### src/rtl/spi_cmd_pkg.sv
package spi_cmd_pkg;
  localparam int unsigned ADDR_BYTES = 3;
  localparam int unsigned DATA_MAX   = 4;
  localparam int unsigned NUM_CS     = 4;
  localparam int unsigned REG_AW     = 4;
  localparam int unsigned FRAME_BITS = 8 * (1 + ADDR_BYTES + DATA_MAX);
  localparam int unsigned CNT_W      = $clog2(FRAME_BITS + 1);

  localparam logic [REG_AW-1:0] OFS_OPC  = 4'h0;
  localparam logic [REG_AW-1:0] OFS_ADR0 = 4'h1;
  localparam logic [REG_AW-1:0] OFS_DAT0 = 4'h4;
  localparam logic [REG_AW-1:0] OFS_CTRL = 4'h8;
  localparam logic [REG_AW-1:0] OFS_HOLD = 4'h9;

  typedef struct packed {
    logic [1:0] sel;
    logic       wr;
    logic       aen;
    logic [2:0] cnt;
  } ctrl_t;
endpackage

### src/rtl/spi_cmd_regs.sv
module spi_cmd_regs
  import spi_cmd_pkg::*;
(
  input  logic                    clk_i,
  input  logic                    rst_ni,
  input  logic                    we_i,
  input  logic [REG_AW-1:0]       addr_i,
  input  logic [7:0]              wdata_i,
  input  logic                    busy_i,
  input  logic                    cap_i,
  input  logic [8*DATA_MAX-1:0]   cap_data_i,
  output logic [7:0]              rdata_o,
  output logic [7:0]              opc_o,
  output logic [8*ADDR_BYTES-1:0] adr_o,
  output logic [8*DATA_MAX-1:0]   dat_o,
  output ctrl_t                   ctrl_o,
  output ctrl_t                   ctrl_new_o,
  output logic [NUM_CS-1:0]       hold_o,
  output logic                    start_o
);
  logic wr_ok;

  assign wr_ok   = we_i && !busy_i;
  assign start_o = wr_ok && (addr_i == OFS_CTRL) && wdata_i[7];

  always_comb begin
    ctrl_new_o.sel = wdata_i[6:5];
    ctrl_new_o.wr  = wdata_i[4];
    ctrl_new_o.aen = wdata_i[3];
    ctrl_new_o.cnt = (wdata_i[2:0] > 3'(DATA_MAX)) ? 3'(DATA_MAX) : wdata_i[2:0];
  end

  always_ff @(posedge clk_i or negedge rst_ni) begin
    if (!rst_ni) begin
      opc_o  <= '0;
      adr_o  <= '0;
      dat_o  <= '0;
      ctrl_o <= '0;
      hold_o <= '1;
    end else if (wr_ok) begin
      if (addr_i == OFS_OPC)  opc_o  <= wdata_i;
      if (addr_i == OFS_CTRL) ctrl_o <= ctrl_new_o;
      if (addr_i == OFS_HOLD) hold_o <= wdata_i[NUM_CS-1:0];
      for (int i = 0; i < ADDR_BYTES; i++)
        if (addr_i == REG_AW'(int'(OFS_ADR0) + i)) adr_o[8*i +: 8] <= wdata_i;
      for (int i = 0; i < DATA_MAX; i++)
        if (addr_i == REG_AW'(int'(OFS_DAT0) + i)) dat_o[8*i +: 8] <= wdata_i;
    end else if (cap_i) begin
      for (int i = 0; i < DATA_MAX; i++)
        if (i < int'(ctrl_o.cnt)) dat_o[8*i +: 8] <= cap_data_i[8*i +: 8];
    end
  end

  always_comb begin
    rdata_o = '0;
    if (addr_i == OFS_OPC)  rdata_o = opc_o;
    if (addr_i == OFS_CTRL) rdata_o = {busy_i, ctrl_o.sel, ctrl_o.wr, ctrl_o.aen, ctrl_o.cnt};
    if (addr_i == OFS_HOLD) rdata_o = 8'(hold_o);
    for (int i = 0; i < ADDR_BYTES; i++)
      if (addr_i == REG_AW'(int'(OFS_ADR0) + i)) rdata_o = adr_o[8*i +: 8];
    for (int i = 0; i < DATA_MAX; i++)
      if (addr_i == REG_AW'(int'(OFS_DAT0) + i)) rdata_o = dat_o[8*i +: 8];
  end
endmodule

### src/rtl/spi_cmd_seq.sv
module spi_cmd_seq
  import spi_cmd_pkg::*;
(
  input  logic  clk_i,
  input  logic  rst_ni,
  input  logic  start_i,
  input  ctrl_t ctrl_new_i,
  input  ctrl_t ctrl_i,
  output logic  busy_o,
  output logic  sclk_o,
  output logic  shift_o,
  output logic  data_ph_o,
  output logic  last_o
);
  logic [CNT_W-1:0] left_q;
  logic [CNT_W-1:0] total;
  logic             ph_q;

  always_comb begin
    total = CNT_W'(8 * (1 + (ctrl_new_i.aen ? ADDR_BYTES : 0) + int'(ctrl_new_i.cnt)));
  end

  assign sclk_o    = busy_o && ph_q;
  assign shift_o   = busy_o && ph_q;
  assign last_o    = (left_q == CNT_W'(1));
  assign data_ph_o = left_q <= CNT_W'(8 * int'(ctrl_i.cnt));

  always_ff @(posedge clk_i or negedge rst_ni) begin
    if (!rst_ni) begin
      busy_o <= 1'b0;
      ph_q   <= 1'b0;
      left_q <= '0;
    end else if (!busy_o) begin
      if (start_i) begin
        busy_o <= 1'b1;
        ph_q   <= 1'b0;
        left_q <= total;
      end
    end else begin
      ph_q <= !ph_q;
      if (ph_q) begin
        left_q <= left_q - CNT_W'(1);
        if (last_o) busy_o <= 1'b0;
      end
    end
  end
endmodule

### src/rtl/spi_cmd_shift.sv
module spi_cmd_shift
  import spi_cmd_pkg::*;
(
  input  logic                    clk_i,
  input  logic                    rst_ni,
  input  logic                    start_i,
  input  ctrl_t                   ctrl_new_i,
  input  ctrl_t                   ctrl_i,
  input  logic [7:0]              opc_i,
  input  logic [8*ADDR_BYTES-1:0] adr_i,
  input  logic [8*DATA_MAX-1:0]   dat_i,
  input  logic                    busy_i,
  input  logic                    shift_i,
  input  logic                    data_ph_i,
  input  logic                    last_i,
  input  logic                    miso_i,
  output logic                    mosi_o,
  output logic                    cap_o,
  output logic [8*DATA_MAX-1:0]   cap_data_o
);
  logic [FRAME_BITS-1:0] tx_q;
  logic [FRAME_BITS-1:0] frame;
  logic [8*DATA_MAX-1:0] rx_q;
  logic [8*DATA_MAX-1:0] rx_nxt;
  logic                  rd_data;

  // frame is left-aligned: opcode, optional address (high first), data byte 0 first
  always_comb begin
    frame = '0;
    frame[FRAME_BITS-1 -: 8] = opc_i;
    for (int i = 0; i < DATA_MAX; i++) begin
      if (ctrl_new_i.aen)
        frame[FRAME_BITS-1-8*(1+ADDR_BYTES+i) -: 8] = dat_i[8*i +: 8];
      else
        frame[FRAME_BITS-1-8*(1+i) -: 8] = dat_i[8*i +: 8];
    end
    if (ctrl_new_i.aen)
      for (int i = 0; i < ADDR_BYTES; i++)
        frame[FRAME_BITS-1-8*(1+i) -: 8] = adr_i[8*(ADDR_BYTES-1-i) +: 8];
  end

  assign rd_data = data_ph_i && !ctrl_i.wr;
  assign mosi_o  = busy_i && !rd_data && tx_q[FRAME_BITS-1];
  assign rx_nxt  = {rx_q[8*DATA_MAX-2:0], miso_i};
  assign cap_o   = shift_i && last_i && rd_data;

  always_ff @(posedge clk_i or negedge rst_ni) begin
    if (!rst_ni) begin
      tx_q <= '0;
      rx_q <= '0;
    end else if (start_i) begin
      tx_q <= frame;
    end else if (shift_i) begin
      tx_q <= tx_q << 1;
      if (rd_data) rx_q <= rx_nxt;
    end
  end

  // first received byte sits highest in rx_nxt; map it to data register 0
  always_comb begin
    cap_data_o = '0;
    for (int i = 0; i < DATA_MAX; i++) begin
      int pos;
      pos = int'(ctrl_i.cnt) - 1 - i;
      if (pos >= 0) cap_data_o[8*i +: 8] = rx_nxt[8*pos +: 8];
    end
  end
endmodule

### src/rtl/spi_cmd_csel.sv
module spi_cmd_csel
  import spi_cmd_pkg::*;
(
  input  logic              busy_i,
  input  logic [1:0]        sel_i,
  input  logic [NUM_CS-1:0] hold_i,
  output logic [NUM_CS-1:0] cs_no
);
  for (genvar k = 0; k < NUM_CS; k++) begin : g_cs
    assign cs_no[k] = hold_i[k] && !(busy_i && (sel_i == 2'(k)));
  end
endmodule

### src/rtl/spi_cmd_engine.sv
module spi_cmd_engine
  import spi_cmd_pkg::*;
(
  input  logic              clk_i,
  input  logic              rst_ni,
  input  logic              reg_we_i,
  input  logic [REG_AW-1:0] reg_addr_i,
  input  logic [7:0]        reg_wdata_i,
  output logic [7:0]        reg_rdata_o,
  output logic              spi_sclk_o,
  output logic              spi_mosi_o,
  input  logic              spi_miso_i,
  output logic [NUM_CS-1:0] spi_cs_no
);
  logic [7:0]              opc;
  logic [8*ADDR_BYTES-1:0] adr;
  logic [8*DATA_MAX-1:0]   dat;
  logic [8*DATA_MAX-1:0]   cap_data;
  logic [NUM_CS-1:0]       hold;
  ctrl_t                   ctrl, ctrl_new;
  logic start, busy, shift, data_ph, last, cap;

  spi_cmd_regs u_regs (
    .clk_i, .rst_ni, .we_i(reg_we_i), .addr_i(reg_addr_i), .wdata_i(reg_wdata_i),
    .busy_i(busy), .cap_i(cap), .cap_data_i(cap_data), .rdata_o(reg_rdata_o),
    .opc_o(opc), .adr_o(adr), .dat_o(dat), .ctrl_o(ctrl), .ctrl_new_o(ctrl_new),
    .hold_o(hold), .start_o(start)
  );

  spi_cmd_seq u_seq (
    .clk_i, .rst_ni, .start_i(start), .ctrl_new_i(ctrl_new), .ctrl_i(ctrl),
    .busy_o(busy), .sclk_o(spi_sclk_o), .shift_o(shift), .data_ph_o(data_ph), .last_o(last)
  );

  spi_cmd_shift u_shift (
    .clk_i, .rst_ni, .start_i(start), .ctrl_new_i(ctrl_new), .ctrl_i(ctrl),
    .opc_i(opc), .adr_i(adr), .dat_i(dat), .busy_i(busy), .shift_i(shift),
    .data_ph_i(data_ph), .last_i(last), .miso_i(spi_miso_i), .mosi_o(spi_mosi_o),
    .cap_o(cap), .cap_data_o(cap_data)
  );

  spi_cmd_csel u_csel (
    .busy_i(busy), .sel_i(ctrl.sel), .hold_i(hold), .cs_no(spi_cs_no)
  );
endmodule

### config.mk
export PLATFORM = sky130hd
export DESIGN_NAME = spi_cmd_engine
export DESIGN_NICKNAME = d
export VERILOG_FILES = /design/src/rtl/spi_cmd_pkg.sv /design/src/rtl/spi_cmd_regs.sv /design/src/rtl/spi_cmd_seq.sv /design/src/rtl/spi_cmd_shift.sv /design/src/rtl/spi_cmd_csel.sv /design/src/rtl/spi_cmd_engine.sv
export SDC_FILE = /design/constraint.sdc
export NUM_CORES = 1
export LEC_CHECK = 0
export BUFFER_PORTS_ARGS = -buffer_cell sky130_fd_sc_hd__buf_2
export CORE_MARGIN = 2
export CORE_UTILIZATION = 30
export DETAILED_ROUTE_END_ITERATION = 7
export SKIP_CTS_REPAIR_TIMING = 1
export SLEW_MARGIN = 0
export SYNTH_ARGS = -nofsm -noshare
export SYNTH_HDL_FRONTEND = slang
export SYNTH_SLANG_ARGS = --single-unit
### constraint.sdc
create_clock -name clk_i -period 4 [get_ports clk_i]
set_input_delay 0.4 -clock clk_i [delete_from_list [all_inputs] [get_ports clk_i]]
set_output_delay 0.4 -clock clk_i [all_outputs]
set_load 0.005 [all_outputs]
==> run summary, run 1 <==
antenna cells - 0
FF-to-FF setup slack - 980 ps
first-pass GRT wire length - 43.5 mm
Initial Util - 0.307
status - complete, no violations
met2 usage - 0.250
CP max FO - 18
DP Cell Count - 1,269
Synth Flop Type - dfrtp_1
DPL Wire Length - 18.9 mm
largest family of logic cells by synthesized area - multiplexers
GR Util All Layers - 0.168
Cell variety after synth - 68
Worst Clk Skew - 18.3 ps
Slew Limit Fails - 0
Placer Congestion - 0.891
H-tree Lvls - 4
Mapped Area - 9730 sq um
antenna-violating nets left - 0
post-layout minimum cycle time - 3020 ps
met3 Track Usage GR - 0.0347
die area - 33,900 sq um
area grow syn2layout - 11.3%
register area share after synthesis - 0.461
cell leakage power - 4.83 nW
Pwr Density - 479 nW/um^2
startpoint class of the critical path - flip-flop
most used routing layer - met2
EDFF count, synth - 0
CTS Buf Count - 17
Top Ports - 30
DR vias - 7,342
final hold vios - 0
simple logic cell fraction of the synthesized area - 0.0997
Fin Setup TNS - 0 ps
Synth Area in Compound Gates - 0.160
critical path class - reg2reg
1st-iter DRT viols - 794
max-cap violation count - 0
global route overflow - 0
syn_nets - 914
Final Setup Violations - 0
Pre-antenna DRT Iters - 5
initial antenna violation count - 0
pin count of the biggest net entering global routing - 97
proportion of synthesized area in mux cells - 0.225
crit path capture type - flip-flop
Sinks on Clock Net - 179
Die X - 184 um
XOR/XNOR Fraction of Synth Area - 0.00270
Root Driver - clkbuf_16
Post-synth ARST share - 1.00
CTS max path bufs - 2
M1 GR Usage - 0.243
setup repair after global routing missed its margin - false
Rows - 65
DRC Markers - 0
Worst EP arrival - 3400 ps
Worst-path clk slew - 70 ps
Core ar. - 31,700 sq um
drt total wl - 27.4 mm
Hold WC Path Type - in2async
Synth Area in Adders - 0.0175
YS warnings - 0
DIE HEIGHT - 184 um
Max transition margin - 0.331
Worst Path Required - 4380 ps
syn_area_per_cell - 11.0 sq um
clk_lat worst skew - 440 ps
share of cells above drive strength 1 - 0.244
vias in the first global route - 7,138
crit share post-route - 0.755
Cells after Synth - 885
Post-Layout Cell Count - 1,301
NumNets Final - 915
DR WL/cell - 21.1 um
Yosys reg bits - 179
CTS tree - built
vias per std cell - 5.64
Port Buffers - 29
actual slew at the worst max-slew pin - 1000 ps
VDD IR max - 0.000296 V
Max Clock Freq - 331 MHz
cells by family after synthesis:
logic type	count (synthesis)
multiplexers	195
buffers and inverters	75
adder cells (fa/ha/maj)	13
AND/OR/NAND/NOR	211
XOR/XNOR	3
flip-flops	179
AO/OA/AOI/OAI	209
flip-flops by register name (all words and copies together) (netlist names):
signal         cells
u_shift.tx_q      64
u_regs.opc_o       8
u_seq.left_q       7
u_shift.rx_q      31
u_seq.busy_o       1
u_regs.dat_o      32
u_regs.ctrl_o      7
u_regs.adr_o      24
u_regs.hold_o      4
u_seq.ph_q         1
routing by layer:
metal / vias up / routed length (um) / share of wire
met5: - / 0 / 0
met4: 0 / 677 / 0.025
met3: 32 / 1360 / 0.050
met2: 226 / 12400 / 0.45
met1: 3770 / 12900 / 0.47
li1: 3314 / - / -
layout by cell type, fill, tap and decap left out, types with 3 or more instances in the layout:
cell type and n:
inv_6 7, mux2_2 118, a22oi_1 35, dfrtp_1 175, nor3_1 6, nor2_1 58, o221ai_1 3, o211ai_1 4
clkbuf_16 17, a31oi_1 5, dfstp_2 4, mux2i_1 69, o21ai_0 41, a221o_1 32, o22a_1 7, a21oi_1 30
clkinvlp_4 4, nor2b_1 6, o31ai_1 9, inv_1 13, a221oi_1 16, mux4_2 7, o22ai_1 3, clkinv_1 3
buf_2 28, nand2_1 103, buf_4 10, o311ai_0 3, nand3_1 10, ha_1 12
cell type report:
type | instances | area, sq um
flip-flops and latches | 179 | 4480
repair buffers | 40 | 246
multi-input cells | 631 | 4920
clock inverters | 14 | 163
clock buffers | 18 | 439
fillers | 3181 | 20900
well taps | 402 | 503
inverters | 17 | 63.8
cell usage after synthesis (3+ instances only):
| master | number | area share |
|---|---|---|
| nor2b_1 | 6 | 0.0039 |
| a22oi_1 | 35 | 0.027 |
| ha_1 | 12 | 0.015 |
| mux2_2 | 118 | 0.14 |
| nor3_1 | 6 | 0.0031 |
| mux4_2 | 7 | 0.016 |
| o221ai_1 | 3 | 0.0027 |
| mux2i_1 | 69 | 0.071 |
| nand3_1 | 10 | 0.0051 |
| buf_2 | 23 | 0.012 |
| clkinv_1 | 3 | 0.0012 |
| nand2_1 | 103 | 0.040 |
| clkbuf_1 | 30 | 0.012 |
| dfstp_2 | 4 | 0.011 |
| o311ai_0 | 3 | 0.0027 |
| a21oi_1 | 30 | 0.015 |
| inv_1 | 14 | 0.0054 |
| o22ai_1 | 3 | 0.0019 |
| a221o_1 | 32 | 0.033 |
| a31oi_1 | 5 | 0.0032 |
| nor2_1 | 58 | 0.022 |
| a221oi_1 | 16 | 0.014 |
| o21ai_0 | 41 | 0.021 |
| o211ai_1 | 4 | 0.0031 |
| o31ai_1 | 9 | 0.0069 |
| o22a_1 | 7 | 0.0063 |
| dfrtp_1 | 175 | 0.45 |
path summary, 6_finish.rpt:
check	endpoint	cells past startpoint	startpoint
max in group asynchronous	u_shift.rx_q[30]$_DFFE_PN0P_	2	rst_ni
setup reg to reg	u_regs.dat_o[20]$_DFFE_PN0P_	7	u_regs.ctrl_o[0]$_DFFE_PN0P_
setup / recovery	u_regs.dat_o[20]$_DFFE_PN0P_	7	u_regs.ctrl_o[0]$_DFFE_PN0P_
hold / removal	u_seq.ph_q$_DFFE_PN0P_	1	rst_ni
min in group clk_i	u_shift.rx_q[0]$_DFFE_PN0P_	2	spi_miso_i
hold reg to reg	u_shift.tx_q[13]$_DFFE_PN0P_	2	u_shift.tx_q[12]$_DFFE_PN0P_
power breakdown:
part           internal, mW  total [mW]  switching (mW)
clock network         0.956        1.74           0.784
logic                 0.452        1.20           0.747
registers              2.03        2.25           0.219
total                  3.44        5.19            1.75
worst max-delay path, cell delays in order (launching register included):
cell,delay (ps)
dfrtp_1,350
clkinv_1,400
ha_1,710
clkinv_1,350
ha_1,360
nand3b_1,310
o21ai_0,290
mux2_2,180
through the flow:
stage | setup slack [ps] | total power [mW] | hold WS [ps] | utilization | instance area (sq um)
finish | 981 | 5.19 | 27.1 | 0.341 | 10800
global route | 670 | 5.45 | 106 | 0.341 | 10800
CTS | 1000 | 5.22 | 86.0 | 0.341 | 10800
detailed placement | 1010 | 3.48 | 460 | 0.322 | 10200
global placement | 1050 | 3.46 | 448 | 0.322 | 10200
floorplan | 1040 | 3.08 | 104 | - | 9730
Note: power is estimated with default switching activity, not from simulation.
==> inputs of run 2 (changes only) <==
==> constraint.sdc (replaced) <==
create_clock -name clk_i -period 3 [get_ports clk_i]
set_input_delay 0.3 -clock clk_i [delete_from_list [all_inputs] [get_ports clk_i]]
set_output_delay 0.3 -clock clk_i [all_outputs]
set_load 0.005 [all_outputs]
==> run 2 against run 1 <==
Against the previous run:
- sequential cell count unchanged
- critical path depth did not move
- register-to-register slack got worse by 590 ps
- critical path type is now reg2out
- largest cell class unchanged
- largest power group unchanged
==> run summary, run 2 (synthesis results as in run 1) <==
status - complete, no violations
Pwr Density - 634 nW/um^2 (+32%)
critical path class - reg2out
share of cells above drive strength 1 - 0.251 (+0.00777)
Initial Util - 0.307 (unchanged)
DPL Wire Length - 19.0 mm (+0.56%)
largest register by flop count - u_shift.tx_q
Post-Layout Cell Count - 1,313 (+0.92%)
sequential cell fraction of total power - 0.431 (-0.002)
most common cell after layout, fill and taps aside - dfrtp_1
final instance area - 10,900 sq um (+1.1%)
global route overflow - 0 (unchanged)
Pre-antenna DRT Iters - 5 (unchanged)
actual slew at the worst max-slew pin - 720 ps (-281 ps)
CTS Buf Count - 17 (unchanged)
Switching Share - 0.324 (-0.0133)
NumNets Final - 927 (+1.3%)
Top Ports - 30 (unchanged)
drt total wl - 26.9 mm (-1.8%)
Final Setup Violations - 0 (unchanged)
crit path capture type - primary output
hold path startpoint - spi_miso_i
DR vias - 7,265 (-1.0%)
WHS Endpoint - u_shift.rx_q[0]$_DFFE_PN0P_
largest registers - u_shift.tx_q x64, u_regs.dat_o x32, u_shift.rx_q x31
Worst Reg-to-Reg Cells - 7 (unchanged)
Worst-path clk slew - 70 ps (about the same)
Sinks on Clock Net - 179 (unchanged)
Worst EP arrival - 2380 ps (-1020 ps)
Critical R2R Capture - u_regs.dat_o[5]$_DFFE_PN0P_
die area - 33,900 sq um (unchanged)
critical path's slowest cell - dfrtp_1
Crit Reg-Reg Startpoint - u_regs.ctrl_o[2]$_DFFE_PN0P_
# fillers - 3,195 (+0.44%)
DIE HEIGHT - 184 um (unchanged)
startpoint class of the critical path - flip-flop
Switching Power - 2.25 mW (+28%)
CTS tree - built
worst-path cell chain - inv_1 > ha_1 > a21oi_1 > o21ai_0 > and2_1 > o311a_1 > buf_2
vias in the first global route - 7,011 (-1.8%)
pin count of the biggest net entering global routing - 66 (-32%)
Core ar. - 31,700 sq um (unchanged)
VDD IR max - 0.000385 V (+30%)
Largest register FFs - 64 (unchanged)
Hold WC Path Type - in2reg
CP max FO - 6 (-12)
antenna cells - 0 (unchanged)
H-tree Lvls - 4 (unchanged)
Root Driver - clkbuf_16
DRC Markers - 0 (unchanged)
WHS Path Cells - 2
Max Clock Freq - 374 MHz
Worst Path Required - 2700 ps (-1680 ps)
Max transition margin - 0.520 (+0.189)
GR Util All Layers - 0.163 (-0.00497)
area grow syn2layout - 12.5%
1st-iter DRT viols - 550 (-31%)
Die X - 184 um (unchanged)
Rows - 65 (unchanged)
commonest non-fill, non-tap cells in the layout - dfrtp_1, mux2_2, nand2_1
post-layout minimum cycle time - 2680 ps
Clock power frac - 0.336 (about the same)
CTS max path bufs - 2 (unchanged)
FF-to-FF setup slack - 390 ps (-590 ps)
P_int - 4.69 mW (+36%)
clk_lat worst skew - 430 ps (about the same)
largest stage delay on the critical path - 440 ps (-270 ps)
max-cap violation count - 0 (unchanged)
cell leakage power - 4.91 nW (+1.5%)
antenna-violating nets left - 0 (unchanged)
Port Buffers - 29 (unchanged)
Worst Setup SP - u_regs.ctrl_o[2]$_DFFE_PN0P_
Fin Setup TNS - 0 ps (unchanged)
final hold vios - 0 (unchanged)
Slew Limit Fails - 0 (unchanged)
crit share post-route - 0.892
DR WL/cell - 20.5 um (-2.7%)
Placer Congestion - 0.947 (+6.2%)
Worst Clk Skew - 12.4 ps (-5.83 ps)
DP Cell Count - 1,280 (+0.87%)
initial antenna violation count - 0 (unchanged)
Placed Area - 10,300 sq um (+0.93%)
first-pass GRT wire length - 42.5 mm (-2.4%)
vias per std cell - 5.53 (-2.0%)
Comb pwr share - 0.233 (+0.002)
setup repair after global routing missed its margin - false
run 2: cell types whose count changed in the layout (fill, tap and decap cells not counted), moves of 2 or more:
cell and delta:
clkinv_4 +6, clkinvlp_4 -2, inv_6 -5, buf_4 +10
run 2: stage by stage:
stage	utilization	hold slack (ps)	power [mW]	setup WS, ps
global route	0.345	173	7.27	188
detailed placement	0.325	349	4.64	463
global placement	0.325	349	4.63	474
CTS	0.345	-119	6.97	329
floorplan	-	4.41	4.11	44.7
finish	0.345	172	6.94	325
run 2: how the worst max path moves through the flow:
stage,to,slack (ps)
floorplan,u_regs.dat_o[31]$_DFFE_PN0P_,40
global placement,u_regs.dat_o[12]$_DFFE_PN0P_,470
detailed placement,u_regs.dat_o[14]$_DFFE_PN0P_,460
CTS,spi_mosi_o,330
global route,spi_mosi_o,190
finish,spi_mosi_o,320
run 2: metal layers:
metal  up-vias  routed length [um]  track usage  part of all wire
met5         -                   0            0                 0
met4         0                 497       0.0470             0.018
met3        26                1360       0.0287             0.050
met2       199               12000        0.242              0.44
met1      3713               13100        0.242              0.49
li1       3327                   -            -                 -
run 2: critical path: cells and delay by family (launching register included):
kind            cells  cell delay, ps
compound gates      3             650
flops               1             440
fa+ha+maj           1             340
buf+inv             2             270
simple gates        1             250
run 2: power by group through the flow:
stage	combinational (mW)	sequential, mW	clock [mW]
2_1_floorplan	1.20	2.91	0
3_3_place_gp	1.60	3.02	0
3_5_place_dp	1.63	3.02	0
4_1_cts	1.62	2.98	2.36
5_1_grt	1.78	3.02	2.46
6_report	1.62	2.99	2.33
run 2: layout make-up:
cell class                 instances  area, sq um  share of cell area
sequential                       179         4480               0.410
clock buffer                      19          443              0.0405
multi-input combinational        631         4920               0.450
inverter                          17         63.8             0.00583
clock inverter                    13          175              0.0160
timing repair buffer              52          352              0.0321
tap                              402          503              0.0460
